**src/rtl/cnv_seq_ctrl.sv**
```systemverilog
module cnv_seq_ctrl #(
  parameter int PW       = 16,
  parameter int ARM_CYC  = 50,
  parameter int LOW_CYC  = 4,
  parameter int CONV_CYC = 120,
  parameter int RD_CYC   = 3,
  parameter int GAP_CYC  = 2,
  parameter int TMO_CYC  = 1000
) (
  input  logic          clk,
  input  logic          rst_n,
  input  logic          en,
  input  logic [PW-1:0] period_i,
  input  logic          mode_i,
  input  logic          busy_i,
  input  logic [7:0]    rd_data_i,
  output logic          start_o,
  output logic          rd_strb_o,
  output logic [9:0]    sample_o,
  output logic          sample_vld_o,
  output logic          tmo_err_o
);

  localparam int MIN_PER = ARM_CYC + CONV_CYC + 2*RD_CYC + GAP_CYC + 2;
  localparam int CW = $clog2(TMO_CYC + ARM_CYC + RD_CYC + GAP_CYC + LOW_CYC + 2) + 1;

  typedef enum logic [2:0] {S_IDLE, S_ARM, S_CONV, S_RD1, S_GAP, S_RD2} st_t;

  st_t           st, st_n;
  logic [CW-1:0] cnt;
  logic [PW-1:0] pcnt;
  logic          hs_q, busy_q, vld_q, err_q;
  logic [7:0]    hi_q;
  logic [9:0]    smp_q;

  wire [PW-1:0] min_per   = PW'(MIN_PER);
  wire [PW-1:0] eff_per   = (period_i < min_per) ? min_per : period_i;
  wire          launch    = (st == S_IDLE) && en && (pcnt >= eff_per - 1'b1);
  wire          busy_fall = busy_q & ~busy_i;
  wire          rd_last   = (cnt == CW'(RD_CYC - 1));
  wire          tmo_hit   = (st == S_CONV) && !busy_fall && (cnt == CW'(TMO_CYC - 1));

  always_comb begin
    st_n = st;
    case (st)
      S_IDLE: if (launch) st_n = S_ARM;
      S_ARM:  if (cnt == CW'(ARM_CYC - 1)) st_n = S_CONV;
      S_CONV: if (busy_fall) st_n = S_RD1;
              else if (tmo_hit) st_n = S_IDLE;
      S_RD1:  if (rd_last) st_n = S_GAP;
      S_GAP:  if (cnt == CW'(GAP_CYC - 1)) st_n = S_RD2;
      S_RD2:  if (rd_last) st_n = S_IDLE;
      default: st_n = S_IDLE;
    endcase
  end

  always_ff @(posedge clk or negedge rst_n) begin
    if (!rst_n) begin
      st     <= S_IDLE;
      cnt    <= '0;
      pcnt   <= '1;
      hs_q   <= 1'b0;
      busy_q <= 1'b0;
      hi_q   <= '0;
      smp_q  <= '0;
      vld_q  <= 1'b0;
      err_q  <= 1'b0;
    end else begin
      st     <= st_n;
      cnt    <= (st_n != st) ? '0 : cnt + 1'b1;
      busy_q <= busy_i;
      vld_q  <= 1'b0;
      if (launch) begin
        pcnt <= '0;
        hs_q <= ~mode_i;
      end else if (pcnt != '1) begin
        pcnt <= pcnt + 1'b1;
      end
      if (st == S_RD1 && rd_last) hi_q <= rd_data_i;
      if (st == S_RD2 && rd_last) begin
        smp_q <= {hi_q, rd_data_i[7:6]};
        vld_q <= 1'b1;
        err_q <= 1'b0;
      end
      if (tmo_hit) err_q <= 1'b1;
    end
  end

  assign start_o      = (st == S_ARM) || (hs_q && !(st == S_CONV && cnt < CW'(LOW_CYC)));
  assign rd_strb_o    = (st == S_RD1) || (st == S_RD2);
  assign sample_o     = smp_q;
  assign sample_vld_o = vld_q;
  assign tmo_err_o    = err_q;

  a_r1_fall_ends_arm: assert property (@(posedge clk) disable iff (!rst_n)
    $fell(start_o) |-> $past(st) == S_ARM);

  a_r2_hs_high_at_eoc: assert property (@(posedge clk) disable iff (!rst_n)
    (st == S_CONV && busy_fall && hs_q) |-> start_o);

  a_r3_pd_low_at_eoc: assert property (@(posedge clk) disable iff (!rst_n)
    (st == S_CONV && busy_fall && !hs_q) |-> !start_o);

  a_r4_no_read_before_eoc: assert property (@(posedge clk) disable iff (!rst_n)
    (st == S_CONV && !busy_fall) |=> !rd_strb_o);

  a_r6_vld_single: assert property (@(posedge clk) disable iff (!rst_n)
    sample_vld_o |=> !sample_vld_o);

  a_r7_min_spacing: assert property (@(posedge clk) disable iff (!rst_n)
    (st == S_IDLE && st_n == S_ARM) |-> pcnt >= min_per - 1'b1);

  a_r8_tmo_to_idle: assert property (@(posedge clk) disable iff (!rst_n)
    $rose(tmo_err_o) |-> (st == S_IDLE && !rd_strb_o));

endmodule

```
**config.mk**
```make
export PLATFORM = sky130hd
export DESIGN_NAME = cnv_seq_ctrl
export DESIGN_NICKNAME = d
export VERILOG_FILES = /design/src/rtl/cnv_seq_ctrl.sv
export SDC_FILE = /design/constraint.sdc
export NUM_CORES = 1
export LEC_CHECK = 0
export BUFFER_PORTS_ARGS = -buffer_cell sky130_fd_sc_hd__clkbuf_2
export CAP_MARGIN = 15
export CORE_MARGIN = 2
export CORE_UTILIZATION = 53
export DETAILED_ROUTE_END_ITERATION = 10
export GPL_TIMING_DRIVEN = 1
export PLACE_DENSITY = 0.74
export SLEW_MARGIN = 20
export SYNTH_ARGS = -nofsm -noshare
export SYNTH_HDL_FRONTEND = slang
export SYNTH_SLANG_ARGS = --single-unit
```
**constraint.sdc**
```tcl
create_clock -name clk -period 3.3 [get_ports clk]
set_input_delay 0.66 -clock clk [delete_from_list [all_inputs] [get_ports clk]]
set_output_delay 0.66 -clock clk [all_outputs]
set_load 0.01 [all_outputs]
```
======== Yosys cells after proc, flatten, opt, wreduce, memory -nomap -nowiden ========
Cells that the tools add are included.
word-level totals
  register bits after elaboration ......... 53
  input port bits ......................... 29
  output and inout port bits .............. 14
cells by class
  add/subtract/negate cells ............... 3
  magnitude comparators ................... 3
  equal/unequal tests ..................... 11
  mux-type cells .......................... 15
  bitwise gates (word level) .............. 3
  reduce and logical (&&, ||, !) cells .... 15
operators with widths
  kind                     count
  $mux W16                 3
  $mux W3                  7
  $pmux W3 S6              1
  $add A16 B1 Y16 const B  1
  $ge A16 B16 Y1           1
  $lt A16 B8 Y1 const B    1
  $ne A16 B16 Y1 const B   1
  $sub A16 B1 Y16 const B  1
  $add A12 B1 Y12 const B  1
  $eq A12 B1 Y1 const B    1
  $eq A12 B10 Y1 const B   1
  $eq A12 B2 Y1 const B    1
  $eq A12 B6 Y1 const B    1
  $lt A12 B3 Y1 const B    1
  $mux W12                 1
  $logic_and A1 B1 Y1      8
  $eq A3 B2 Y1 const B     2
  $eq A3 B3 Y1 const B     2
  $reduce_bool A2 Y1       2
  $eq A3 B1 Y1 const B     1
  $logic_not A3 Y1         1
  $mux W1                  3
  $ne A3 B3 Y1             1
  $logic_not A1 Y1         2
  3 further kinds          5

======== Longest topological paths before layout ========
  word-level depth ........................ 10
  gate-level depth with buffers ........... 17

======== Least setup slack after synthesis ========
Ideal clock, no wire load.
  kind .................................... input to register
  start ................................... in period_i[10]
  end ..................................... reg hs_q
  setup time .............................. 0.079 ns
  arrival ................................. 4.124 ns
  data required time ...................... 3.221 ns
  slack ................................... -0.904 ns
  cell stages on the path ................. 16
  buffers on the path ..................... 1
  cells stage by stage .................... or3_1 -> nor4_2 -> nand2_1 -> nand2_1 -> ha_1 -> nand2_1 -> nor3_1 -> nand2_1 -> xor2_1 -> ha_1 -> nand4_1 -> nor3_1 -> a32oi_1 -> a31oi_1 -> clkbuf_1 -> mux2i_1
between the ends
  cells in the longest elaborated chain, start to end .. 5
RTL lines
  element                  RTL line  RTL
  start, declared          13        input logic [PW-1:0] period_i,
  $lt A16 B8 Y1            37        wire [PW-1:0] eff_per = (period_i < min_per) ? min_per : period_i;
  $mux W16 (*)             37
  $sub A16 B1 Y16 (*)      38        wire launch = (st == S_IDLE) && en && (pcnt >= eff_per - 1'b1);
  $ge A16 B16 Y1 (*)       38
  $logic_and A1 B1 Y1 (*)  38
  end signal, assigned     75        hs_q <= ~mode_i;
  end, declared            32        logic hs_q, busy_q, vld_q, err_q;
Every way passes the cells marked *; elsewhere a longest branch is shown, timed or not.
A chain may end at the register's enable or synchronous reset.

======== Worst setup path in the final report ========
  start ................................... in period_i[10]
  end ..................................... reg cnt[3]
between the ends
  cells in the longest elaborated chain, start to end .. 9
RTL lines
  element                  RTL line  RTL
  $lt A16 B8 Y1            37
  $mux W16 (*)             37
  $sub A16 B1 Y16 (*)      38
  $ge A16 B16 Y1 (*)       38
  $logic_and A1 B1 Y1 (*)  38
  $mux W3 (*)              46        S_IDLE: if (launch) st_n = S_ARM;
  $pmux W3 S6 (*)          45        case (st)
  $ne A3 B3 Y1 (*)         70        cnt <= (st_n != st) ? '0 : cnt + 1'b1;
  $mux W12 (*)             70
  end signal, assigned     70
  end, declared            30        logic [CW-1:0] cnt;
Marked as above.

==> impl_metrics.prom <==
# TYPE chip_impl_metric gauge
chip_impl_metric{name="drt_iter0_drc",unit=""} 160
chip_impl_metric{name="cts.sinks",unit=""} 53
chip_impl_metric{name="route.final.wire_length",unit="mm"} 7.280
chip_impl_metric{name="sequential_cell_area_fraction_in_the_yosys_report",unit="%"} 40.79
chip_impl_metric{name="clk_pin_slew",unit="ps"} 100
chip_impl_metric{name="timing.final.crit_period",unit="ps"} 3449
chip_impl_metric{name="grt_max_degree",unit=""} 44
chip_impl_metric{name="avgRoutedWirePerCell",unit="um"} 14.86
chip_impl_metric{name="slew_headroom",unit="%"} 37.88
chip_impl_metric{name="grt_antenna_before_repair",unit=""} 0
chip_impl_metric{name="syn2layout_area_growth",unit="%"} 26.38
chip_impl_metric{name="floorplan.initialDensity",unit="%"} 55.42
chip_impl_metric{name="first_pass_grt_wire_length",unit="mm"} 12.65
chip_impl_info{name="cpLargestDelayFamily",value="simple AND/OR/NAND/NOR gates"} 1
chip_impl_metric{name="power.total",unit="W"} 0.002461
chip_impl_metric{name="cpPeakStageDelay",unit="ps"} 390
chip_impl_info{name="crit_path_start_kind",value="input port"} 1
chip_impl_metric{name="io_pins",unit=""} 43
chip_impl_metric{name="critical_path_fanout_max",unit=""} 5
chip_impl_metric{name="yosys_warnings",unit=""} 0
chip_impl_metric{name="vias_per_cell",unit=""} 5.702
chip_impl_metric{name="clk-insertion-delay-late",unit="ps"} 300
chip_impl_info{name="critical_path.endpoint_type",value="flip-flop"} 1
chip_impl_metric{name="finalHoldViolCount",unit=""} 0
chip_impl_info{name="synth.area.top_cells",value="dfrtp_1, dfstp_2, ha_1"} 1
chip_impl_info{name="hold_class",value="in2async"} 1
chip_impl_info{name="worst_r2r_startpoint",value="pcnt[0]"} 1
chip_impl_info{name="synth.top_cells.by_count",value="dfrtp_1, nand2_1, nor2_1"} 1
chip_impl_metric{name="setup_slack",unit="ps"} -149.4
chip_impl_metric{name="design.final.nets",unit=""} 464
chip_impl_metric{name="finalMaxSlewViolations",unit=""} 0
chip_impl_metric{name="chipHeight",unit="um"} 82.92
chip_impl_info{name="slowest_stage",value="or3_4"} 1
chip_impl_metric{name="post_dp_cell_area",unit="um^2"} 3880
chip_impl_metric{name="cts.htree.levels",unit=""} 2
chip_impl_metric{name="grt_util_all_layers",unit="%"} 21.63
chip_impl_metric{name="via_count",unit=""} 2794
chip_impl_metric{name="vdd_ir_drop_max",unit="mV"} 0.4326
chip_impl_metric{name="avgSynthCellArea",unit="um^2"} 9.853
chip_impl_metric{name="worstPathRequired",unit="ps"} 3460
chip_impl_metric{name="number_of_buffers_created_by_cts",unit=""} 5
chip_impl_metric{name="grt_pass1_vias",unit=""} 2698
chip_impl_metric{name="max_freq",unit="MHz"} 289.9
chip_impl_metric{name="deepest_clock_path_buffer_count",unit=""} 2
chip_impl_info{name="cts_tree",value="built"} 1
chip_impl_metric{name="core",unit="um^2"} 5956
chip_impl_metric{name="globalRoute.totalOverflow",unit=""} 0
chip_impl_metric{name="synthesis.instances",unit=""} 335
chip_impl_metric{name="synth_cell_type_count",unit=""} 50
chip_impl_metric{name="dieWidth",unit="um"} 82.92
chip_impl_info{name="cts-root-buf",value="clkbuf_8"} 1
chip_impl_info{name="violations_in_the_final_reports",value="setup timing"} 1
chip_impl_info{name="critPathLaunch",value="period_i[10]"} 1
chip_impl_metric{name="pwr_density_cell",unit="nW/um^2"} 589.9
chip_impl_metric{name="async_reset_ff_share",unit="%"} 100.0
chip_impl_metric{name="final_cell_area",unit="um^2"} 4172
chip_impl_metric{name="synth-edff-count",unit=""} 0
chip_impl_info{name="crit_type",value="in2reg"} 1
chip_impl_metric{name="port-buffer-count",unit=""} 42
chip_impl_metric{name="fin_hold_ws",unit="ps"} 481.9
chip_impl_info{name="post-synth-top-count-cell",value="dfrtp_1"} 1
chip_impl_metric{name="cp_num_buf_inv",unit=""} 3
chip_impl_metric{name="routabilityCongestion",unit=""} 0.8549
chip_impl_metric{name="fin_worst_skew",unit="ps"} 12.98
chip_impl_metric{name="yosys_top_cell_area_share",unit="%"} 28.05
chip_impl_metric{name="mappedNetlistNets",unit=""} 385
chip_impl_metric{name="mappedNetlistArea",unit="um^2"} 3301
chip_impl_info{name="synth_top_flop_cell",value="dfrtp_1"} 1
chip_impl_metric{name="tightestPinTransition",unit="ps"} 931.8
chip_impl_metric{name="dp_hpwl",unit="mm"} 5.223
chip_impl_metric{name="num_rows",unit=""} 28
chip_impl_metric{name="fin_crit_sh",unit="%"} 104.5
chip_impl_metric{name="leakage",unit="nW"} 1.837
chip_impl_metric{name="fp.dieArea",unit="um^2"} 6875
chip_impl_metric{name="yosys_register_bits",unit=""} 53
chip_impl_metric{name="crit_arrival",unit="ps"} 3610
chip_impl_metric{name="drc",unit=""} 0
chip_impl_info{name="synth_area_leader_cell",value="dfrtp_1"} 1
chip_impl_metric{name="drive_gt1_share",unit="%"} 37.59
chip_impl_metric{name="final_antenna_net_count",unit=""} 0
chip_impl_metric{name="detailedRoute.firstPassIterationCount",unit=""} 4
chip_impl_info{name="grt_setup_unrepaired",value="true"} 1
chip_impl_metric{name="number_of_inserted_filler_cells_in_the_final_layout",unit=""} 443
chip_impl_metric{name="diodes",unit=""} 0
chip_impl_metric{name="drv.max_cap_violation_count",unit=""} 0
chip_impl_metric{name="final-setup-viol-count",unit=""} 23
chip_impl_info{name="cp_cell_sequence",value="buf_6, or3_4, nor4_4, nand2_2, nand2_2, ha_4, nand2_4, nor3_4, nand3_1, xor2_1, ha_1, nand4_1, nor3_4, a32oi_2, a31oi_4, buf_12, buf_8, nor3_1"} 1
chip_impl_metric{name="fin_tns_setup",unit="ps"} -2377
chip_impl_info{name="outcome",value="complete, but fails checks"} 1
==> cells in the final DEF, fill, tap and decap left out, types with 8 or more instances in the layout <==
cell type / netlist / final
dfrtp_1: 37 / 37
mux2_4: 10 / 10
and3_1: 9 / 9
nand4_1: 8 / 8
o21ai_0: 8 / 8
buf_4: 1 / 35
nor3_2: 0 / 8
dfstp_2: 16 / 16
a21oi_1: 13 / 11
nand2_1: 32 / 28
ha_1: 21 / 20
xnor2_1: 21 / 21
mux2_2: 8 / 8
xor2_1: 10 / 10
nor2_1: 31 / 31
nand3_1: 15 / 15
clkbuf_2: 0 / 40
==> where the power goes <==
part	internal [W]	total, W	switching (W)	leakage (nW)
registers	0.000890	0.00115	0.000259	0.621
clock network	0.000227	0.000439	0.000211	0.0585
logic	0.000445	0.000873	0.000428	1.16
total	0.00156	0.00246	0.000898	1.84
==> kinds of logic (layout without fill, tap and decap cells) <==
kind of cell	after synthesis	in the layout	synth area share [%]
buffers and inverters	17	97	2.313
flip-flops	53	53	40.79
AO/OA/AOI/OAI	45	45	9.060
multiplexers	20	20	7.885
AND/OR/NAND/NOR	148	148	23.77
adder cells (fa/ha/maj)	21	21	7.961
XOR/XNOR	31	31	8.226
==> what timing repair did <==
item | CTS | global route
setup buffers | 5 | 0
gates cloned | 3 | 0
resized for setup | 17 | 6
hold buffers | 0 | 0
endpoints found under the setup margin | 30 | 30
pin swaps | 3 | 2
==> routing by layer <==
metal	up-vias	global-route usage (%)	share of wire [%]
met4	0	6.110	1.6
met2	53	32.84	48
li1	1389	-	-
met5	-	0	0
met1	1336	31.51	47
met3	16	4.175	3.8
==> final cells by class <==
| type | count | area, um^2 | share of cell area [%] |
|---|---|---|---|
| Clock buffer | 5 | 68.82 | 1.650 |
| Timing Repair Buffer | 82 | 545.5 | 13.08 |
| Inverter | 7 | 26.28 | 0.6299 |
| Clock inverter | 3 | 43.79 | 1.050 |
| Sequential cell | 53 | 1346 | 32.27 |
| Multi-Input combinational cell | 265 | 2047 | 49.07 |
| Tap cell | 75 | 93.84 | 2.250 |
==> path summary, 6_finish.rpt <==
check	end	slack, ps	depth (start not counted)
min in group clk	busy_q	480	1
max	cnt[3]	-150	18
min reg2reg	tmo_err_o	500	2
min	sample_o[4]	480	1
max reg2reg	st[0]	820	8
max in group asynchronous	pcnt[11]	2030	2
==> worst register-to-register path: cells and delay by family, from the launching register on <==
family | cells | cell delay, ps
AND/OR/NAND/NOR | 1 | 140
flip-flops | 1 | 600
buffers and inverters | 2 | 240
adder cells (fa/ha/maj) | 1 | 270
AO/OA/AOI/OAI | 4 | 1130
==> metrics by stage <==
step	setup slack (ps)	utilization [%]	std cells
floorplan	-444.7	-	335
global placement	-467.4	65.15	474
detailed placement	-612.9	65.15	474
CTS	-127.4	69.47	490
global route	-357.4	70.04	490
finish	-149.4	70.04	490
==> sequential cells by signal, indices dropped and copies added (netlist names) <==
signal	flops
hs_q	1
pcnt	16
cnt	12
busy_q	1
tmo_err_o	1
sample_o	10
st	3
hi_q	8
sample_vld_o	1
Power figures use the tool's default switching activity.
